===== config.mk =====
export PLATFORM = sky130hd
export DESIGN_NAME = intx_upstream_agg
export DESIGN_NICKNAME = d
export VERILOG_FILES = /design/src/rtl/intx_agg_pkg.sv /design/src/rtl/intx_src_state.sv /design/src/rtl/intx_line_or.sv /design/src/rtl/intx_msg_issue.sv /design/src/rtl/intx_upstream_agg.sv
export SDC_FILE = /design/constraint.sdc
export NUM_CORES = 1
export LEC_CHECK = 0
export ABC_AREA = 1
export BUFFER_PORTS_ARGS = -buffer_cell sky130_fd_sc_hd__buf_4
export CAP_MARGIN = 20
export CORE_MARGIN = 10
export CORE_UTILIZATION = 49
export DETAILED_ROUTE_END_ITERATION = 8
export GPL_ROUTABILITY_DRIVEN = 0
export PLACE_DENSITY = 0.83
export SLEW_MARGIN = 10
export SYNTH_ARGS = -nofsm -noshare
export SYNTH_HDL_FRONTEND = slang
export SYNTH_SLANG_ARGS = --single-unit

===== constraint.sdc =====
create_clock -name clk -period 1.3 [get_ports clk]
set_input_delay 0.195 -clock clk [delete_from_list [all_inputs] [get_ports clk]]
set_output_delay 0.195 -clock clk [all_outputs]
set_load 0.02 [all_outputs]

===== src/rtl/intx_agg_pkg.sv =====
package intx_agg_pkg;

    localparam int NUM_LINES = 4;
    localparam int LINE_W    = 2;

    typedef logic [LINE_W-1:0]    line_t;
    typedef logic [NUM_LINES-1:0] line_vec_t;

    typedef struct packed {
        logic  valid;
        logic  is_assert;
        line_t line;
    } intx_msg_t;

    // Rotate an incoming line index by a device number (mod 4).
    function automatic line_t rotate_line(input line_t in_line, input int dev);
        line_t d;
        d = dev[LINE_W-1:0];
        return line_t'(in_line + d);
    endfunction

    // Lowest set index of a line vector; A has the highest priority.
    function automatic line_t lowest_set(input line_vec_t v);
        line_t r;
        r = '0;
        for (int i = NUM_LINES - 1; i >= 0; i--) begin
            if (v[i]) r = line_t'(i);
        end
        return r;
    endfunction

endpackage


===== src/rtl/intx_src_state.sv =====
module intx_src_state
    import intx_agg_pkg::*;
#(
    parameter int NSRC      = 5,
    parameter int DEV_FIRST = 1
) (
    input  logic                      clk,
    input  logic                      rst,
    input  logic [NSRC-1:0]           req_valid,
    input  logic [NSRC-1:0]           req_assert,
    input  logic [NSRC*LINE_W-1:0]    req_line,
    output logic [NSRC*NUM_LINES-1:0] src_state
);

    for (genvar s = 0; s < NSRC; s++) begin : g_src
        line_t     in_line;
        line_t     up_line;
        line_vec_t st_q;

        assign in_line = req_line[s*LINE_W +: LINE_W];

        if (s == 0) begin : g_own
            // Upstream function: no bridge crossing, no rotation.
            assign up_line = in_line;
        end else begin : g_down
            localparam int DEV_NUM = DEV_FIRST + s - 1;
            assign up_line = rotate_line(in_line, DEV_NUM);
        end

        always_ff @(posedge clk) begin
            if (rst) begin
                st_q <= '0;
            end else if (req_valid[s]) begin
                st_q[up_line] <= req_assert[s];
            end
        end

        assign src_state[s*NUM_LINES +: NUM_LINES] = st_q;
    end

endmodule


===== src/rtl/intx_line_or.sv =====
module intx_line_or
    import intx_agg_pkg::*;
#(
    parameter int NSRC = 5
) (
    input  logic [NSRC*NUM_LINES-1:0] src_state,
    output line_vec_t                 agg_line
);

    always_comb begin
        agg_line = '0;
        for (int s = 0; s < NSRC; s++) begin
            agg_line = agg_line | src_state[s*NUM_LINES +: NUM_LINES];
        end
    end

endmodule


===== src/rtl/intx_msg_issue.sv =====
module intx_msg_issue
    import intx_agg_pkg::*;
(
    input  logic      clk,
    input  logic      rst,
    input  line_vec_t agg_line,
    input  logic      msg_ready,
    output intx_msg_t msg_q
);

    line_vec_t reported_q;
    line_vec_t pending;
    line_t     pick;
    logic      load_slot;

    assign pending   = agg_line ^ reported_q;
    assign pick      = lowest_set(pending);
    assign load_slot = !msg_q.valid || msg_ready;

    always_ff @(posedge clk) begin
        if (rst) begin
            msg_q      <= '0;
            reported_q <= '0;
        end else if (load_slot) begin
            if (|pending) begin
                msg_q.valid       <= 1'b1;
                msg_q.line        <= pick;
                msg_q.is_assert   <= agg_line[pick];
                reported_q[pick]  <= agg_line[pick];
            end else begin
                msg_q.valid       <= 1'b0;
            end
        end
    end

endmodule


===== src/rtl/intx_upstream_agg.sv =====
module intx_upstream_agg
    import intx_agg_pkg::*;
#(
    parameter int N_DOWN    = 4,
    parameter int DEV_FIRST = 1,
    localparam int NSRC     = N_DOWN + 1
) (
    input  logic                   clk,
    input  logic                   rst,
    input  logic [NSRC-1:0]        req_valid,
    input  logic [NSRC-1:0]        req_assert,
    input  logic [NSRC*LINE_W-1:0] req_line,
    output logic                   msg_valid,
    input  logic                   msg_ready,
    output logic                   msg_assert,
    output logic [LINE_W-1:0]      msg_line
);

    logic [NSRC*NUM_LINES-1:0] src_state;
    line_vec_t                 agg_line;
    intx_msg_t                 msg_q;

    intx_src_state #(
        .NSRC      (NSRC),
        .DEV_FIRST (DEV_FIRST)
    ) u_state (
        .clk        (clk),
        .rst        (rst),
        .req_valid  (req_valid),
        .req_assert (req_assert),
        .req_line   (req_line),
        .src_state  (src_state)
    );

    intx_line_or #(
        .NSRC (NSRC)
    ) u_or (
        .src_state (src_state),
        .agg_line  (agg_line)
    );

    intx_msg_issue u_issue (
        .clk       (clk),
        .rst       (rst),
        .agg_line  (agg_line),
        .msg_ready (msg_ready),
        .msg_q     (msg_q)
    );

    assign msg_valid  = msg_q.valid;
    assign msg_assert = msg_q.is_assert;
    assign msg_line   = msg_q.line;

endmodule


==> results of run 1 <==
## where the power goes
group	leakage, uW	switching (uW)	internal (uW)
sequential	0.000234	90.9	975
combinational	0.000675	800	551
clock	0.0000138	247	109
## registers in the layout, summed over array words and instances (netlist names)
register,count
u_issue.msg_q,4
u_issue.reported_q,4
u_state.g_src.st_q,20
## worst max-delay path, cell delays in order (launching register included)
cell,delay [ns]
dfxtp_2,0.36
nor2_4,0.18
nand3_4,0.11
nand2_2,0.08
nand2_2,0.06
nor2_4,0.19
nand2_2,0.12
inv_2,0.08
nand3_4,0.09
nand3_1,0.08
nand2_1,0.05
inv_1,0.05
## how the worst max path moves through the flow
stage                              from  depth (start not counted)               endpoint  slack, ns
5_1_grt        u_state.g_src[1].st_q[2]                         12  u_issue.reported_q[0]      -0.40
2_1_floorplan  u_state.g_src[4].st_q[0]                         12       u_issue.msg_q[2]       0.01
6_report       u_state.g_src[2].st_q[0]                         11  u_issue.reported_q[1]      -0.19
4_1_cts        u_state.g_src[2].st_q[1]                         11  u_issue.reported_q[2]      -0.11
3_3_place_gp   u_state.g_src[2].st_q[0]                         11  u_issue.reported_q[0]      -0.16
3_5_place_dp   u_state.g_src[2].st_q[0]                         11  u_issue.reported_q[0]      -0.19
## what timing repair did
action	in CTS	in global routing
resized for setup	20	16
cloned	0	0
setup endpoints to repair	8	8
pin swaps	7	8
setup buffers	2	1
hold buffers	0	0
## metrics by stage
step                      area [um^2]    util
after floorplan                  1466       -
after global placement           1787  0.6369
after detailed placement         1787  0.6369
after CTS                        1881  0.6704
after global routing             1947  0.6940
final                            1947  0.6940
## kinds of logic (layout without fill, tap and decap cells)
logic type / count (synthesis) / in the layout / share of synthesized area
AO/OA/AOI/OAI: 32 / 32 / 0.1212
buffers and inverters: 49 / 92 / 0.1280
flip-flops: 28 / 28 / 0.3823
AND/OR/NAND/NOR: 105 / 105 / 0.3686
## cell usage after synthesis (all sizes together)
master / number / area, um^2
nor4: 14 / 87.58
nor2: 19 / 93.84
dfxtp: 28 / 560.5
nor3: 14 / 70.07
o21ai: 8 / 40.03
a21oi: 10 / 50.05
nand3: 23 / 135.1
nand2: 29 / 116.4
nand4: 6 / 37.54
buf: 1 / 7.510
clkbuf: 1 / 3.750
a31oi: 14 / 87.58
inv: 46 / 172.7
clkinv: 1 / 3.750
## per-layer routing
metal,up-vias,part of all wire
met3,10,0.076
met5,-,0
li1,819,-
met1,726,0.39
met4,0,0.025
met2,69,0.51
## cell type report
type	count	area, um^2	area share
clock buffer	3	22.52	0.01157
inverter	47	176.4	0.09062
multi-input combinational	137	820.8	0.4216
sequential	28	573.1	0.2943
tap	31	38.79	0.01992
timing repair buffer	42	315.3	0.1620
==> results.py, run 1 <==
metrics = {
    "clocking": {
        "clk_latency_ns": 0.33,
        "cts.sinks": 28,
        "clock_path_buffers": 2,
        "cts_made_buffers": 3,
        "cts_root_buf": "clkbuf_4",
        "cts_tree": "done",
        "cts_max_level": 1,
        "clkSlewWorstSetupHoldPaths_ns": 0.15,
    },
    "critical_path": {
        "startpoint_type": "flip-flop",
        "cp.required_ns": 1.59,
        "cp-end-kind": "flip-flop",
        "crit_type": "flip-flop to flip-flop",
        "rr_worst_depth": 11,
        "cp.arrival_ns": 1.78,
        "reg2reg_slack_ns": -0.19,
        "cp_max_fo": 5,
        "reg2reg_from": "u_state.g_src[2].st_q[0]",
        "r2r_end": "u_issue.reported_q[1]",
    },
    "power_and_ir_drop": {
        "p_total_uw": 2773,
        "power_density_mw_per_mm2": 1424,
        "irDropWorstVdd_mv": 0.9042,
        "leakagePower_uw": 0.0009231,
    },
    "timing": {
        "fin_worst_skew_ns": 0.01497,
        "fin_crit_ns": 1.489,
        "fmax_ghz": 0.6716,
        "finalHoldViolations": 0,
        "slew_headroom": 0.8046,
        "period_share": 1.145,
        "finalSetupViolations": 8,
        "fin_hold_ws_ns": 0.1541,
        "rsz0062_at_grt": "true",
        "worst_slew_pin_slew_ns": 0.2904,
        "setup_ws_ns": -0.1890,
        "fin_setup_tns_ns": -1.208,
        "drv_slew": 0,
    },
    "synthesis": {
        "syn_nets": 237,
        "ys_seq_area_frac": 0.3823,
        "synth_area_mm2": 0.001466,
        "syn_avg_cell_area_um2": 6.852,
        "ys_types": 20,
        "syn_inst": 214,
        "synth_warnings": 0,
        "ys_ff_latch": 28,
    },
    "final_layout": {
        "final_common_cell": "inv_1",
        "finalNonFillerCells": 288,
        "synthToLayoutAreaGrowth_pct": 32.76,
        "n_antenna_cell": 0,
        "drive_gt1_frac": 0.3424,
        "nFillCells": 235,
        "final_cell_mix": "inv_1 (45), buf_4 (42), nand2_1 (18), dfxtp_1 (18), nand3_1 (15)",
        "final_nets": 282,
    },
    "global_route": {
        "grtUsageMet3": 0.03942,
        "grt_pass1_vias": 1484,
        "grt_pass1_wl_mm": 6.251,
        "grt.busiest_layer": "met2",
        "grt_usage": 0.1373,
        "grt_start_max_net_pins": 22,
        "grt-ovfl-total": 0,
        "antenna_found_initial": 0,
        "use_met1": 0.1523,
        "met2_usage": 0.2565,
    },
    "place": {
        "dp.cells": 282,
        "place_hpwl_mm": 2.711,
        "portBuffers": 26,
        "dpl_worst_slack_ns": -0.1877,
    },
    "worst_hold_path": {
        "hold_path_depth": 3,
        "hold_class": "input port to flip-flop",
        "min_to": "u_state.g_src[1].st_q[0]",
        "min_from": "req_line[3]",
    },
    "floorplanning": {
        "core_area_mm2": 0.002805,
        "die_w_um": 74.71,
        "pin_count": 27,
        "initial_utilization": 0.5227,
        "die_h_um": 74.71,
        "row_count": 19,
        "dieArea_mm2": 0.005581,
    },
    "drt": {
        "postRouteWirelength_mm": 3.907,
        "drt_iter0_markers": 221,
        "drt_first_pass_iters": 4,
        "detail_route.wl_per_cell_um": 13.57,
        "antenna_left": 0,
        "vias_per_cell": 5.639,
        "dr_total_vias": 1624,
        "drcViolationCount": 0,
    },
    "run_status": {
        "violations": "negative setup slack",
        "status": "complete, but fails checks",
    },
    "flow_run": {
        "maxCapViolCount": 0,
    },
}
(Power assumes the default switching activity.)
==> inputs of run 2 (changes only) <==
--- a/config.mk
+++ b/config.mk
@@ -8,11 +8,12 @@
 export ABC_AREA = 1
 export BUFFER_PORTS_ARGS = -buffer_cell sky130_fd_sc_hd__buf_4
 export CAP_MARGIN = 20
-export CORE_MARGIN = 10
 export CORE_UTILIZATION = 49
 export DETAILED_ROUTE_END_ITERATION = 8
 export GPL_ROUTABILITY_DRIVEN = 0
+export MAX_ROUTING_LAYER = met4
 export PLACE_DENSITY = 0.83
+export SKIP_LAST_GASP = 1
 export SLEW_MARGIN = 10
 export SYNTH_ARGS = -nofsm -noshare
 export SYNTH_HDL_FRONTEND = slang
==> run 2 against run 1 <==
The flow finishes with violations (design-rule violations, negative setup slack). Non-clock buffer count decreased by 1. First-iteration DRC count decreased by 78%. Fmax increased by 0.24%. Clock-buffer cell count increased by 1. Worst hold slack got worse by 0.0061 ns. Via count decreased by 2.6%. Sequential power about the same. Core utilization decreased by 0.18 points. Register-to-register slack about the same. Final area decreased by 0.26%. Combinational power decreased by 3%. Critical path type unchanged. Critical endpoint is now u_issue.msg_q[1].
==> results.py, run 2 (same netlist as run 1, synthesis figures left out) <==
metrics = {
    "clocking": {
        "clkSlewWorstSetupHoldPaths_ns": 0.15,
        "clk_latency_ns": 0.34,
        "cts_max_level": 1,
        "cts.sinks": 28,
        "cts_tree": "done",
        "clock_path_buffers": 2,
        "cts_root_buf": "clkbuf_4",
        "cts_hold_buffers": 0,
        "cts_made_buffers": 3,
    },
    "power_and_ir_drop": {
        "leakagePower_uw": 0.0009207,
        "combPwrFrac": 0.467,
        "switching_share": 0.3957,
        "pwr-share-seq": 0.379,
        "irDropWorstVdd_mv": 0.8992,
        "clockPowerShare": 0.155,
        "power.switching_uw": 1111,
        "power_density_mw_per_mm2": 1446,
        "internal_power_uw": 1697,
    },
    "final_layout": {
        "n_antenna_cell": 0,
        "top_register": "u_state.g_src.st_q",
        "final_common_cell": "inv_1",
        "reg_top3": "u_state.g_src.st_q (20), u_issue.msg_q (4), u_issue.reported_q (4)",
        "final_nets": 281,
        "multi_input_area_um2": 807.0,
        "regArea_um2": 571.8,
        "synthToLayoutAreaGrowth_pct": 32.42,
        "drive_gt1_frac": 0.3191,
        "final_util": 0.6922,
        "final_cell_mix": "inv_1 (45), buf_4 (40), dfxtp_1 (21)",
        "largest_reg_flops": 20,
        "nFillCells": 236,
    },
    "global_route": {
        "antenna_found_initial": 0,
        "grt-ovfl-total": 0,
        "use_met1": 0.2749,
        "grtUsageMet3": 0.06452,
        "grt_pass1_wl_mm": 5.844,
        "grt_pass1_vias": 1452,
        "met2_usage": 0.3946,
        "grt_start_max_net_pins": 22,
        "grt.busiest_layer": "met2",
        "grt_usage": 0.2325,
    },
    "floorplanning": {
        "initial_utilization": 0.5227,
        "die_h_um": 56.71,
        "core_area_mm2": 0.002805,
        "die_w_um": 56.71,
        "row_count": 19,
        "dieArea_mm2": 0.003215,
        "pin_count": 27,
    },
    "drt": {
        "vias_per_cell": 5.490,
        "postRouteWirelength_mm": 3.499,
        "drt_first_pass_iters": 6,
        "drcViolationCount": 4,
        "dr_total_vias": 1581,
        "drt_iter0_markers": 48,
        "antenna_left": 0,
        "detail_route.wl_per_cell_um": 12.15,
    },
    "run_status": {
        "violations": "design-rule violations, negative setup slack",
        "status": "complete, but fails checks",
    },
    "timing": {
        "drv_slew": 0,
        "slew_headroom": 0.7865,
        "fin_worst_skew_ns": 0.009073,
        "rsz0062_at_grt": "true",
        "period_share": 1.143,
        "worst_slew_pin_slew_ns": 0.3173,
        "setup_ws_ns": -0.1855,
        "finalSetupViolations": 7,
        "finalHoldViolations": 0,
        "fin_crit_ns": 1.486,
        "fmax_ghz": 0.6732,
    },
    "critical_path": {
        "crit_type": "flip-flop to flip-flop",
        "cp-end-kind": "flip-flop",
        "cp_max_fo": 4,
        "startpoint_type": "flip-flop",
        "cp.required_ns": 1.58,
        "cp.arrival_ns": 1.77,
    },
    "place": {
        "dpl_worst_slack_ns": -0.1750,
        "place_hpwl_mm": 2.522,
        "portBuffers": 26,
    },
    "worst_hold_path": {
        "hold_class": "input port to flip-flop",
    },
    "flow_run": {
        "maxCapViolCount": 0,
    },
}
-- run 2: changes by cell type in the layout (fill, tap and decap cells not counted), sizes merged --
cell,before,now
clkinv,0,1
inv,47,46
clkbuf,3,4
buf,42,41
-- run 2: area by class of cell --
class,instances,area share
multi-input combinational,137,0.4156
timing repair buffer,41,0.1604
inverter,47,0.09085
sequential,28,0.2945
tap,31,0.01997
clock buffer,4,0.01869
-- run 2: power by group through the flow --
| stage | combinational [uW] | sequential, uW | clock (uW) |
|---|---|---|---|
| after detailed placement | 1110 | 1070 | 0 |
| after global placement | 1100 | 1070 | 0 |
| after CTS | 1160 | 1050 | 448 |
| final | 1310 | 1060 | 434 |
| after floorplan | 704 | 1090 | 0 |
| after global routing | 1450 | 1070 | 495 |
-- run 2: stage by stage --
| stage | TNS (ns) | hold slack [ns] | instance area, um^2 | instances | power (uW) |
|---|---|---|---|---|---|
| global placement | -0.6822 | 0.4444 | 1787 | 282 | 2164 |
| global route | -1.926 | 0.1405 | 1942 | 288 | 3016 |
| detailed placement | -0.8506 | 0.4470 | 1787 | 282 | 2181 |
| finish | -1.045 | 0.1481 | 1942 | 288 | 2808 |
| floorplan | 0 | 0.3618 | 1466 | 214 | 1797 |
| CTS | -0.5899 | 0.1431 | 1872 | 286 | 2660 |
-- run 2: worst paths after layout --
| path | from | endpoint | slack, ns | cells past startpoint |
|---|---|---|---|---|
| max | u_state.g_src[1].st_q[0] | u_issue.msg_q[1] | -0.19 | 9 |
| min | req_assert[2] | u_state.g_src[2].st_q[2] | 0.15 | 3 |
| max reg2reg | u_state.g_src[1].st_q[0] | u_issue.msg_q[1] | -0.19 | 9 |
| min reg2reg | u_state.g_src[3].st_q[2] | u_state.g_src[3].st_q[2] | 0.47 | 2 |
-- run 2: timing repair --
item                                    CTS  global route
pin swaps                                 3             9
endpoints found under the setup margin    8             8
gates resized for setup                  14            19
buffers inserted                          0             2
-- run 2: per-layer routing --
layer	up-vias	part of all wire
met3	8	0.052
met5	-	0
met1	718	0.45
met2	41	0.49
li1	814	-
met4	0	0.0097
-- run 2: critical path, stage by stage, from the launching register on --
cell     delay, ns
dfxtp_2       0.36
nor2_4        0.13
nand3_2       0.11
nand2_1       0.09
nand2_2       0.06
nor2_4        0.18
nand3_4       0.12
buf_4         0.15
buf_6         0.10
a21oi_1       0.13
==> inputs of run 3 (changes only) <==
--- a/config.mk
+++ b/config.mk
@@ -5,10 +5,9 @@
 export SDC_FILE = /design/constraint.sdc
 export NUM_CORES = 1
 export LEC_CHECK = 0
-export ABC_AREA = 1
 export BUFFER_PORTS_ARGS = -buffer_cell sky130_fd_sc_hd__buf_4
 export CAP_MARGIN = 20
-export CORE_UTILIZATION = 49
+export CORE_UTILIZATION = 48
 export DETAILED_ROUTE_END_ITERATION = 8
 export GPL_ROUTABILITY_DRIVEN = 0
 export MAX_ROUTING_LAYER = met4
==> run 3 against run 2 <==
The flow finishes with violations (negative setup slack). Combinational power fell by 11%. Worst hold slack got worse by 0.036 ns. Via count fell by 22%. Die area is 3.3% lower. Core utilization is 2.6 points higher. Sequential share of layout area fell by 0.75 points. Cell count shrank 23%. Non-clock buffer count grew 5. Synthesized cell count shrank 33%. Synthesized area is 5.4% lower. Sequential cell count is the same. First-iteration DRC count decreased by 29%. Critical path type unchanged.
==> results.py, run 3 <==
metrics = {
    "synthesis": {
        "post_synth_main_area_contributors": "dfxtp_1 (40%), mux2i_1 (14%), nor2_1 (9.2%)",
        "yosys.area.top_type": "dfxtp_1",
        "syn_avg_cell_area_um2": 9.703,
        "syn_inst": 143,
        "synth.top_cell.area_share": 0.4040,
        "synthAdderAreaFrac": 0,
        "synth_warnings": 0,
        "synth_xor_area_frac": 0.06222,
        "synthMostInstantiatedCell": "nor2_1",
        "async_reset_ff_frac": 0,
        "synthTopCellsByCount": "nor2_1 (34), dfxtp_1 (28), mux2i_1 (20), nand2_1 (6)",
        "ys_ff_latch": 28,
        "synth_area_mm2": 0.001388,
        "synthSimpleGateAreaFrac": 0.2768,
        "syn_nets": 166,
        "synth-compound-area-share": 0.1046,
        "synth_enable_flop_cells": 0,
        "ys_types": 30,
        "ys_seq_area_frac": 0.4040,
        "synth_ff_type": "dfxtp_1",
        "synth_top_family_by_area": "simple AND/OR/NAND/NOR gates",
        "synthMuxAreaShare": 0.1443,
    },
    "clocking": {
        "clkSlewWorstSetupHoldPaths_ns": 0.16,
        "cts_tree": "done",
        "clk_latency_ns": 0.34,
        "cts_max_level": 1,
        "clock_path_buffers": 2,
        "cts_made_buffers": 3,
        "cts_hold_buffers": 0,
        "cts_root_buf": "clkbuf_4",
        "cts.sinks": 28,
    },
    "drt": {
        "drcViolationCount": 0,
        "vias_per_cell": 5.552,
        "postRouteWirelength_mm": 3.304,
        "dr_total_vias": 1227,
        "antenna_left": 0,
        "drt_iter0_markers": 34,
        "drt_first_pass_iters": 4,
        "detail_route.wl_per_cell_um": 14.95,
    },
    "global_route": {
        "grt_usage": 0.2365,
        "grt_start_max_net_pins": 30,
        "antenna_found_initial": 0,
        "grt-ovfl-total": 0,
        "grt_pass1_vias": 1286,
        "grt_pass1_wl_mm": 5.582,
    },
    "floorplanning": {
        "die_w_um": 55.77,
        "row_count": 19,
        "core_area_mm2": 0.002758,
        "die_h_um": 55.77,
        "pin_count": 27,
        "dieArea_mm2": 0.003110,
        "initial_utilization": 0.5032,
    },
    "power_and_ir_drop": {
        "internal_power_uw": 1882,
        "switching_share": 0.3263,
        "combPwrFrac": 0.419,
        "power_density_mw_per_mm2": 1411,
        "power.switching_uw": 911.3,
        "irDropWorstVdd_mv": 1.533,
        "leakagePower_uw": 0.0008605,
        "pwr-share-seq": 0.374,
        "clockPowerShare": 0.207,
    },
    "flow_run": {
        "maxCapViolCount": 0,
    },
    "worst_hold_path": {
        "hold_path_depth": 3,
        "min_to": "u_state.g_src[4].st_q[2]",
        "hold_class": "input port to flip-flop",
        "min_from": "req_assert[4]",
    },
    "critical_path": {
        "r2r_end": "u_issue.msg_q[2]",
        "cp_max_fo": 4,
        "cp-end-kind": "flip-flop",
        "crit_type": "flip-flop to flip-flop",
        "cp_slowest_cell": "or4_4",
        "cp.arrival_ns": 2.21,
        "crit_family": "simple AND/OR/NAND/NOR gates",
        "crit_chain": "or4_4 -> nor2_4 -> xnor2_4 -> nor2_2 -> o211ai_1 -> a31o_1",
        "path_buf_inv": 0,
        "startpoint_type": "flip-flop",
        "cp.required_ns": 1.55,
        "reg2reg_slack_ns": -0.66,
        "rr_worst_depth": 6,
        "critPathMaxStageDelay_ns": 0.54,
        "reg2reg_from": "u_state.g_src[3].st_q[2]",
    },
    "timing": {
        "fin_worst_skew_ns": 0.01099,
        "slew_headroom": 0.6060,
        "fmax_ghz": 0.5096,
        "drv_slew": 0,
        "rsz0062_at_grt": "true",
        "finalHoldViolations": 0,
        "period_share": 1.509,
        "finalSetupViolations": 8,
        "fin_crit_ns": 1.962,
        "setup_ws_ns": -0.6622,
        "worst_slew_pin_slew_ns": 0.5897,
    },
    "final_layout": {
        "top_register": "u_state.g_src.st_q",
        "final_nets": 214,
        "final_cell_mix": "buf_4 (41), nor2_1 (32), dfxtp_1 (22)",
        "final_common_cell": "buf_4",
        "n_antenna_cell": 0,
        "drive_gt1_frac": 0.4158,
        "final_util": 0.7178,
        "largest_reg_flops": 20,
        "final_area_mm2": 0.001979,
        "synthToLayoutAreaGrowth_pct": 42.65,
        "reg_top3": "u_state.g_src.st_q (20), u_issue.msg_q (4), u_issue.reported_q (4)",
    },
    "place": {
        "dpl_worst_slack_ns": -0.7284,
        "place_hpwl_mm": 2.360,
        "portBuffers": 26,
        "place_area_mm2": 0.001762,
    },
    "run_status": {
        "status": "complete, but fails checks",
        "violations": "negative setup slack",
    },
}
[run 3: cells by family (layout without fill, tap and decap cells)]
kind of cell | after synthesis | after routing
simple gates | 68 | 68
flops | 28 | 28
compound gates | 18 | 18
mux | 20 | 20
xor+xnor | 6 | 6
buf+inv | 3 | 50
[run 3: per-stage QoR]
stage,std cells,hold WS [ns],TNS (ns),power (uW)
floorplan,143,0.3389,-2.608,1616
global placement,211,0.4535,-3.338,1915
detailed placement,211,0.4648,-3.786,1956
CTS,219,0.1076,-3.728,2646
global route,221,0.1061,-4.325,2931
finish,221,0.1121,-3.808,2793
[run 3: power by group through the flow]
stage | combinational, uW | clock, uW | sequential (uW)
3_5_place_dp | 907 | 0 | 1050
3_3_place_gp | 867 | 0 | 1050
5_1_grt | 1250 | 629 | 1060
4_1_cts | 1020 | 595 | 1040
6_report | 1170 | 579 | 1050
2_1_floorplan | 528 | 0 | 1090
[run 3: final cells by class]
class                   count  area (um^2)
clock inverters             1        30.03
fillers                   215        778.2
repair buffers             46        372.9
well taps                  31        38.79
flip-flops and latches     28        568.0
multi-input cells         112        947.2
clock buffers               3        22.52
[run 3: worst max-delay path by stage]
stage | start | endpoint | slack [ns] | cells past startpoint
after floorplan | u_state.g_src[3].st_q[0] | u_issue.msg_q[2] | -0.52 | 6
after global placement | u_state.g_src[2].st_q[2] | u_issue.msg_q[2] | -0.56 | 6
after detailed placement | u_state.g_src[3].st_q[3] | u_issue.msg_q[2] | -0.73 | 6
after CTS | u_state.g_src[2].st_q[1] | u_issue.msg_q[2] | -0.61 | 6
after global routing | u_state.g_src[3].st_q[2] | u_issue.msg_q[2] | -0.69 | 6
final | u_state.g_src[3].st_q[2] | u_issue.msg_q[2] | -0.66 | 6
[run 3: worst reg2reg max path: stages (launching register included)]
cell and delay, ns:
dfxtp_1 0.34, or4_4 0.54, nor2_4 0.20, xnor2_4 0.13, nor2_2 0.25, o211ai_1 0.16, a31o_1 0.26
[run 3: what timing repair did]
| item | in CTS | in global routing |
|---|---|---|
| pin swaps | 17 | 17 |
| setup endpoints to repair | 8 | 8 |
| gates resized for setup | 13 | 13 |
| buffers inserted | 5 | 3 |
[run 3: per-layer routing]
| layer | track usage | wire (um) | vias to the layer above |
|---|---|---|---|
| li1 | - | - | 604 |
| met1 | 0.2459 | 1277 | 591 |
| met2 | 0.4423 | 1860 | 23 |
| met3 | 0.05581 | 89 | 9 |
| met4 | 0.06429 | 77 | 0 |
| met5 | - | 0 | - |
